===== src/rtl/adc_seq_pkg.sv =====
package adc_seq_pkg;

    localparam int CTRL_BITS  = 8;
    localparam int FRAME_BITS = 24;
    localparam int RES_BITS   = 12;
    localparam int RES_LSB    = 1;
    localparam int BIT_CNT_W  = $clog2(FRAME_BITS);

    typedef enum logic [1:0] {
        ST_IDLE,
        ST_LOW,
        ST_HIGH,
        ST_TRAIL
    } seq_state_t;

    typedef struct packed {
        seq_state_t            state;
        logic [BIT_CNT_W-1:0]  bit_idx;
        logic                  cs_n;
        logic                  sclk;
        logic                  done;
        logic [RES_BITS-1:0]   result;
        logic                  bipolar;
    } seq_regs_t;

endpackage


===== src/rtl/adc_seq_clkdiv.sv =====
module adc_seq_clkdiv #(
    parameter int DIV_W = 8
) (
    input  logic             clk,
    input  logic             rst_n,
    input  logic             restart,
    input  logic             en,
    input  logic [DIV_W-1:0] half_div,
    output logic             tick
);

    typedef struct packed {
        logic [DIV_W-1:0] cnt;
        logic [DIV_W-1:0] lim;
    } div_regs_t;

    div_regs_t cur_q, nxt_d;

    always_comb begin
        nxt_d = cur_q;
        tick  = en && (cur_q.cnt == cur_q.lim - DIV_W'(1));
        if (restart) begin
            nxt_d.lim = (half_div == '0) ? DIV_W'(1) : half_div;
            nxt_d.cnt = '0;
        end else if (!en || tick) begin
            nxt_d.cnt = '0;
        end else begin
            nxt_d.cnt = cur_q.cnt + DIV_W'(1);
        end
    end

    always_ff @(posedge clk or negedge rst_n) begin
        if (!rst_n) begin
            cur_q.cnt <= '0;
            cur_q.lim <= DIV_W'(1);
        end else begin
            cur_q <= nxt_d;
        end
    end

    // the phase counter never runs past the latched half period
    a_r5_cnt_in_range: assert property (@(posedge clk) disable iff (!rst_n)
        cur_q.cnt < cur_q.lim);

    // the latched limit is never zero
    a_r5_lim_nonzero: assert property (@(posedge clk) disable iff (!rst_n)
        cur_q.lim != '0);

endmodule


===== src/rtl/adc_seq_shifter.sv =====
module adc_seq_shifter
    import adc_seq_pkg::*;
(
    input  logic                  clk,
    input  logic                  rst_n,
    input  logic                  load,
    input  logic [CTRL_BITS-1:0]  ctrl_byte,
    input  logic                  shift,
    input  logic                  sample,
    input  logic                  miso,
    output logic                  mosi,
    output logic [FRAME_BITS-1:0] rx_word
);

    typedef struct packed {
        logic [FRAME_BITS-1:0] tx;
        logic [FRAME_BITS-1:0] rx;
    } sh_regs_t;

    sh_regs_t cur_q, nxt_d;

    always_comb begin
        nxt_d = cur_q;
        if (load) begin
            nxt_d.tx = {ctrl_byte, {(FRAME_BITS-CTRL_BITS){1'b0}}};
            nxt_d.rx = '0;
        end else begin
            if (shift) begin
                nxt_d.tx = {cur_q.tx[FRAME_BITS-2:0], 1'b0};
            end
            if (sample) begin
                nxt_d.rx = {cur_q.rx[FRAME_BITS-2:0], miso};
            end
        end
    end

    always_ff @(posedge clk or negedge rst_n) begin
        if (!rst_n) begin
            cur_q <= '0;
        end else begin
            cur_q <= nxt_d;
        end
    end

    assign mosi    = cur_q.tx[FRAME_BITS-1];
    assign rx_word = cur_q.rx;

    // sampling (rising edge) and shifting (falling edge) never coincide
    a_r4_edges_exclusive: assert property (@(posedge clk) disable iff (!rst_n)
        !(shift && sample));

    // a loaded frame starts with the start bit on the line
    a_r2_start_bit: assert property (@(posedge clk) disable iff (!rst_n)
        load |=> mosi);

endmodule


===== src/rtl/adc_seq_frame_timer.sv =====
module adc_seq_frame_timer #(
    parameter int TMR_W = 16
) (
    input  logic             clk,
    input  logic             rst_n,
    input  logic             clr,
    input  logic             en,
    input  logic [TMR_W-1:0] frame_limit,
    output logic             over
);

    localparam logic [TMR_W-1:0] CNT_MAX = '1;

    typedef struct packed {
        logic [TMR_W-1:0] cnt;
        logic [TMR_W-1:0] lim;
        logic             over;
    } tmr_regs_t;

    tmr_regs_t cur_q, nxt_d;

    always_comb begin
        nxt_d = cur_q;
        if (clr) begin
            nxt_d.cnt  = '0;
            nxt_d.lim  = frame_limit;
            nxt_d.over = 1'b0;
        end else if (en) begin
            if (cur_q.cnt >= cur_q.lim) begin
                nxt_d.over = 1'b1;
            end
            if (cur_q.cnt != CNT_MAX) begin
                nxt_d.cnt = cur_q.cnt + TMR_W'(1);
            end
        end
    end

    always_ff @(posedge clk or negedge rst_n) begin
        if (!rst_n) begin
            cur_q <= '0;
        end else begin
            cur_q <= nxt_d;
        end
    end

    assign over = cur_q.over;

    // once raised inside a frame, the flag stays until a new start
    a_r9_flag_sticky: assert property (@(posedge clk) disable iff (!rst_n)
        (cur_q.over && !clr) |=> cur_q.over);

    // a new start clears the flag
    a_r9_clear_on_start: assert property (@(posedge clk) disable iff (!rst_n)
        clr |=> !cur_q.over);

endmodule


===== src/rtl/adc_read_seq.sv =====
module adc_read_seq
    import adc_seq_pkg::*;
#(
    parameter int DIV_W = 8,
    parameter int TMR_W = 16
) (
    input  logic                clk,
    input  logic                rst_n,
    input  logic                start,
    input  logic [2:0]          chan,
    input  logic                unipolar,
    input  logic                single_ended,
    input  logic [1:0]          pwr_mode,
    input  logic [DIV_W-1:0]    half_div,
    input  logic [TMR_W-1:0]    frame_limit,
    input  logic                miso,
    output logic                cs_n,
    output logic                sclk,
    output logic                mosi,
    output logic                busy,
    output logic                done,
    output logic [RES_BITS-1:0] result,
    output logic                result_bipolar,
    output logic                timeout
);

    localparam logic [BIT_CNT_W-1:0] LAST_BIT = BIT_CNT_W'(FRAME_BITS - 1);

    seq_regs_t cur_q, nxt_d;

    logic                  accept;
    logic                  do_shift;
    logic                  do_sample;
    logic                  tick;
    logic                  active;
    logic [FRAME_BITS-1:0] rx_word;
    logic [CTRL_BITS-1:0]  ctrl_byte;

    assign active    = (cur_q.state != ST_IDLE);
    assign ctrl_byte = {1'b1, chan, unipolar, single_ended, pwr_mode};

    always_comb begin
        nxt_d      = cur_q;
        nxt_d.done = 1'b0;
        accept     = 1'b0;
        do_shift   = 1'b0;
        do_sample  = 1'b0;
        unique case (cur_q.state)
            ST_IDLE: begin
                if (start) begin
                    accept        = 1'b1;
                    nxt_d.state   = ST_LOW;
                    nxt_d.cs_n    = 1'b0;
                    nxt_d.bit_idx = '0;
                    nxt_d.bipolar = ~unipolar;
                end
            end
            ST_LOW: begin
                if (tick) begin
                    nxt_d.sclk  = 1'b1;
                    nxt_d.state = ST_HIGH;
                    do_sample   = 1'b1;
                end
            end
            ST_HIGH: begin
                if (tick) begin
                    nxt_d.sclk = 1'b0;
                    if (cur_q.bit_idx == LAST_BIT) begin
                        nxt_d.state = ST_TRAIL;
                    end else begin
                        nxt_d.bit_idx = cur_q.bit_idx + BIT_CNT_W'(1);
                        nxt_d.state   = ST_LOW;
                        do_shift      = 1'b1;
                    end
                end
            end
            ST_TRAIL: begin
                if (tick) begin
                    nxt_d.cs_n   = 1'b1;
                    nxt_d.done   = 1'b1;
                    nxt_d.result = rx_word[RES_LSB +: RES_BITS];
                    nxt_d.state  = ST_IDLE;
                end
            end
            default: nxt_d.state = ST_IDLE;
        endcase
    end

    always_ff @(posedge clk or negedge rst_n) begin
        if (!rst_n) begin
            cur_q.state   <= ST_IDLE;
            cur_q.bit_idx <= '0;
            cur_q.cs_n    <= 1'b1;
            cur_q.sclk    <= 1'b0;
            cur_q.done    <= 1'b0;
            cur_q.result  <= '0;
            cur_q.bipolar <= 1'b0;
        end else begin
            cur_q <= nxt_d;
        end
    end

    adc_seq_clkdiv #(.DIV_W(DIV_W)) u_div (
        .clk      (clk),
        .rst_n    (rst_n),
        .restart  (accept),
        .en       (active),
        .half_div (half_div),
        .tick     (tick)
    );

    adc_seq_shifter u_shift (
        .clk       (clk),
        .rst_n     (rst_n),
        .load      (accept),
        .ctrl_byte (ctrl_byte),
        .shift     (do_shift),
        .sample    (do_sample),
        .miso      (miso),
        .mosi      (mosi),
        .rx_word   (rx_word)
    );

    adc_seq_frame_timer #(.TMR_W(TMR_W)) u_tmr (
        .clk         (clk),
        .rst_n       (rst_n),
        .clr         (accept),
        .en          (active),
        .frame_limit (frame_limit),
        .over        (timeout)
    );

    assign cs_n           = cur_q.cs_n;
    assign sclk           = cur_q.sclk;
    assign busy           = active;
    assign done           = cur_q.done;
    assign result         = cur_q.result;
    assign result_bipolar = cur_q.bipolar;

    // the serial clock is low whenever chip select is released
    a_r4_sclk_low_when_deselected: assert property (@(posedge clk) disable iff (!rst_n)
        cs_n |-> !sclk);

    // chip select cannot rise directly out of a high clock phase
    a_r4_cs_held_after_high: assert property (@(posedge clk) disable iff (!rst_n)
        sclk |=> !cs_n);

    // done lasts exactly one cycle
    a_r7_done_single: assert property (@(posedge clk) disable iff (!rst_n)
        done |=> !done);

    // done appears only with chip select high
    a_r7_done_deselected: assert property (@(posedge clk) disable iff (!rst_n)
        done |-> cs_n);

    // a start while busy does not disturb the current frame
    a_r8_busy_no_restart: assert property (@(posedge clk) disable iff (!rst_n)
        (busy && start && cur_q.state != ST_TRAIL) |=> busy);

endmodule


===== config.mk =====
export PLATFORM = sky130hd
export DESIGN_NAME = adc_read_seq
export DESIGN_NICKNAME = d
export VERILOG_FILES = /design/src/rtl/adc_seq_pkg.sv /design/src/rtl/adc_seq_clkdiv.sv /design/src/rtl/adc_seq_shifter.sv /design/src/rtl/adc_seq_frame_timer.sv /design/src/rtl/adc_read_seq.sv
export SDC_FILE = /design/constraint.sdc
export NUM_CORES = 1
export LEC_CHECK = 0
export CELL_PAD_IN_SITES_DETAIL_PLACEMENT = 0
export CELL_PAD_IN_SITES_GLOBAL_PLACEMENT = 1
export CORE_ASPECT_RATIO = 0.6
export CORE_MARGIN = 8
export CORE_UTILIZATION = 42
export DETAILED_ROUTE_END_ITERATION = 8
export DONT_BUFFER_PORTS = 1
export PLACE_DENSITY_LB_ADDON = 0.3
export SLEW_MARGIN = 20
export SYNTH_ARGS = -nofsm -noshare
export SYNTH_HDL_FRONTEND = slang
export SYNTH_SLANG_ARGS = --single-unit

===== constraint.sdc =====
create_clock -name clk -period 2.57 [get_ports clk]
set_input_delay 0.514 -clock clk [delete_from_list [all_inputs] [get_ports clk]]
set_output_delay 0.514 -clock clk [all_outputs]
set_load 0.02 [all_outputs]

==> results.tsv <==
metric	value	unit
Arrival @ worst endpoint	2.70	ns
Seq pwr share	0.505	
Final min period	2.49	ns
core area	11100	sq um
DRC	0	
Clock Sinks	93	
Internal Power	2.34	mW
DR pass1 iterations	4	
number of flops mapped to enable cells by yosys	0	
antenna cells	0	
area grow syn2layout	13.0	%
worst clock skew	0.00673	ns
Setup Crit Path Kind	reg2reg	
crit path max fanout	5	
Port Buffers	0	
final setup vio count	0	
CTS tree	yes	
Site Rows	30	
CTS max path bufs	2	
Mean Syn Cell Area	9.78	sq um
Synth Net Count	535	
Synth Register Bits	93	
cells after synthesis	480	
vias per cell	5.08	
Pleak	2.59	nW
RePlAce Congestion	0.755	
Gate power share	0.001	
GRT Total Usage	0.142	
WL/cell	16.2	um
Top Ports	54	
Layout Nets	540	
top_reg_cell synth	dfrtp_1	
Worst slew margin	0.529	
metal1 wirelength	5.47	mm
failing checks	negative hold slack	
met3 routed WL	494	um
register area share after synthesis	0.496	
clock power share	0.494	
Min Hold Slack	-0.129	ns
most frequent cells in the layout	90 x dfrtp_1, 74 x nand2_1, 32 x nor2_1, 32 x o21ai_0, 31 x inv_1	
number of global-route vias before repair	3272	
Fillers	1035	
largest net degree at the start of global routing	94	
pre-CTS WS	-0.0961	ns
Worst-Margin Slew	0.696	ns
synthesized area	4700	sq um
HPWL Detailed	7.01	mm
NetSw	561	uW
die width	153	um
global-route wire length before repair	17.3	mm
clk slew on worst S/H paths	0.06	ns
Worst Slack Setup Final	0.0837	ns
Routed WL	10.3	mm
crit share post-route	0.967	
Max Clock Freq	402	MHz
HP Class	in2async	
Yosys cell types	51	
Critical Path Start Type	flip-flop	
Initial Utilization	0.423	
routed length on met2	4.20	mm
share of flip-flops with an asynchronous set or reset	1.00	
commonest non-fill, non-tap cell in the layout	dfrtp_1	
Root Buffer	clkbuf_16	
status	finished with violations	
Num CTS Buffers	9	
later-pin clock latency in the skew report	0.34	ns
Vert. Die Dim	97.9	um
CP Data Required Time	2.78	ns
PD cells	548	nW/um^2
Max IR drop VDD	327	uV
H-Tree Depth	3	
Synthesis Warnings	0	
Max Cap Viol	0	
pins over their slew limit	0	
die area	14900	sq um
vias	3223	
Hold Fails Final Rpt	91	
Top Layer Used	met4	
antenna-violating nets left	0	
fraction of layout cells with a size suffix above 1	0.151	
Fin Setup TNS	0	ns
switch share	0.193	
initial antenna violation count	0	
CP Capture Type	flip-flop	
residual overflow from global routing	0	
initial drt markers	206	
==> cell type report <==
| class | instances | area, sq um | share of cell area |
|---|---|---|---|
| multi-input combinational | 323 | 2130 | 0.402 |
| timing repair buffer | 27 | 219 | 0.0413 |
| clock inverter | 6 | 86.3 | 0.0163 |
| inverter | 31 | 116 | 0.0219 |
| sequential | 93 | 2330 | 0.439 |
| tap | 144 | 180 | 0.0340 |
| clock buffer | 10 | 239 | 0.0450 |
==> layer usage <==
layer,GRT usage,vias up
met5,0,-
li1,-,1634
met2,0.199,53
met3,0.0459,7
met4,0.0303,0
met1,0.207,1529
==> state kept, by name, summed over array words and instances (netlist names) <==
| signal | cells |
|---|---|
| cs_n | 1 |
| cur_q | 7 |
| u_tmr.cur_q | 32 |
| result_bipolar | 1 |
| result | 12 |
| u_shift.mosi | 1 |
| u_tmr.over | 1 |
| u_div.cur_q | 16 |
| u_shift.cur_q | 7 |
| sclk | 1 |
| done | 1 |
| u_shift.rx_word | 13 |
==> stage by stage <==
step | area [sq um] | instances | util | hold slack [ns] | total power [mW]
after floorplan | 4700 | 480 | - | 0.218 | 1.50
after global placement | 4860 | 611 | 0.438 | 0.223 | 1.50
after detailed placement | 4860 | 611 | 0.438 | 0.223 | 1.50
after CTS | 5270 | 634 | 0.474 | -0.144 | 2.95
after global routing | 5310 | 634 | 0.477 | -0.147 | 3.01
final | 5310 | 634 | 0.477 | -0.129 | 2.91
==> cells in the mapped netlist (2+ instances only) <==
cell type	n	share of area
dfrtp_1	91	0.48
nand2_1	74	0.059
nor2_1	33	0.026
o21ai_0	32	0.034
inv_1	31	0.025
nand3_1	21	0.022
ha_1	20	0.053
clkbuf_1	15	0.012
mux2i_1	15	0.032
nor3_1	15	0.016
xor2_1	15	0.028
buf_4	12	0.019
mux2_2	12	0.029
xnor2_1	10	0.019
a21o_1	8	0.013
and3_1	8	0.011
a21oi_1	7	0.0075
nand4_1	6	0.0080
mux2_1	4	0.0096
nand2b_1	4	0.0053
a211oi_1	3	0.0048
and4_1	3	0.0056
buf_2	3	0.0032
nand3b_1	3	0.0048
nor3b_1	3	0.0048
a211o_1	2	0.0037
buf_1	2	0.0016
dfstp_2	2	0.011
o211ai_1	2	0.0032
o31ai_1	2	0.0032
or4_1	2	0.0032
==> worst paths after layout <==
check / from / to / slack (ns) / depth (start not counted)
worst max-delay path: u_div.cur_q[0] / u_shift.rx_word[10] / 0.08 / 9
min in group clk: frame_limit[0] / u_tmr.cur_q[1] / 0.28 / 2
worst min-delay path: rst_n / u_tmr.cur_q[3] / -0.13 / 0
worst max register to register: u_div.cur_q[0] / u_shift.rx_word[10] / 0.08 / 9
max in group asynchronous: rst_n / u_div.cur_q[0] / 2.41 / 0
worst min register to register: u_shift.rx_word[0] / u_shift.rx_word[1] / 0.49 / 1
==> kinds of logic (layout without fill, tap and decap cells) <==
kind of cell    count (synthesis)  in the layout  synth area share
compound gates                 64             64            0.0853
xor+xnor                       25             25            0.0466
fa+ha+maj                      20             20            0.0533
buf+inv                        64             74            0.0631
flops                          93             93             0.496
mux                            31             31            0.0703
simple gates                  183            183             0.185
==> power by group through the flow <==
| stage | Combinational [mW] | Sequential, mW | Clock (mW) |
|---|---|---|---|
| detailed placement | 0.00394 | 1.49 | 0 |
| global route | 0.00456 | 1.46 | 1.54 |
| finish | 0.00387 | 1.47 | 1.44 |
| CTS | 0.00394 | 1.47 | 1.48 |
| floorplan | 0.00322 | 1.49 | 0 |
| global placement | 0.00387 | 1.49 | 0 |
==> worst max-delay path, stage by stage (launching register included) <==
cell     delay, ns
dfstp_2       0.54
inv_1         0.09
ha_4          0.29
xor2_2        0.12
nand2_1       0.12
nor2_2        0.13
nand3_2       0.09
or4b_4        0.52
buf_6         0.16
mux2_1        0.31
==> repair_timing <==
action / 4_1_cts / 5_1_grt
setup endpoints to repair: 21 / 25
resized for setup: 6 / 6
pin swaps: 3 / 2
endpoints found under the hold margin: 91 / 91
cloned: 1 / 0
buffers inserted: 6 / 0
No activity file was read; power rests on OpenSTA's default activity.
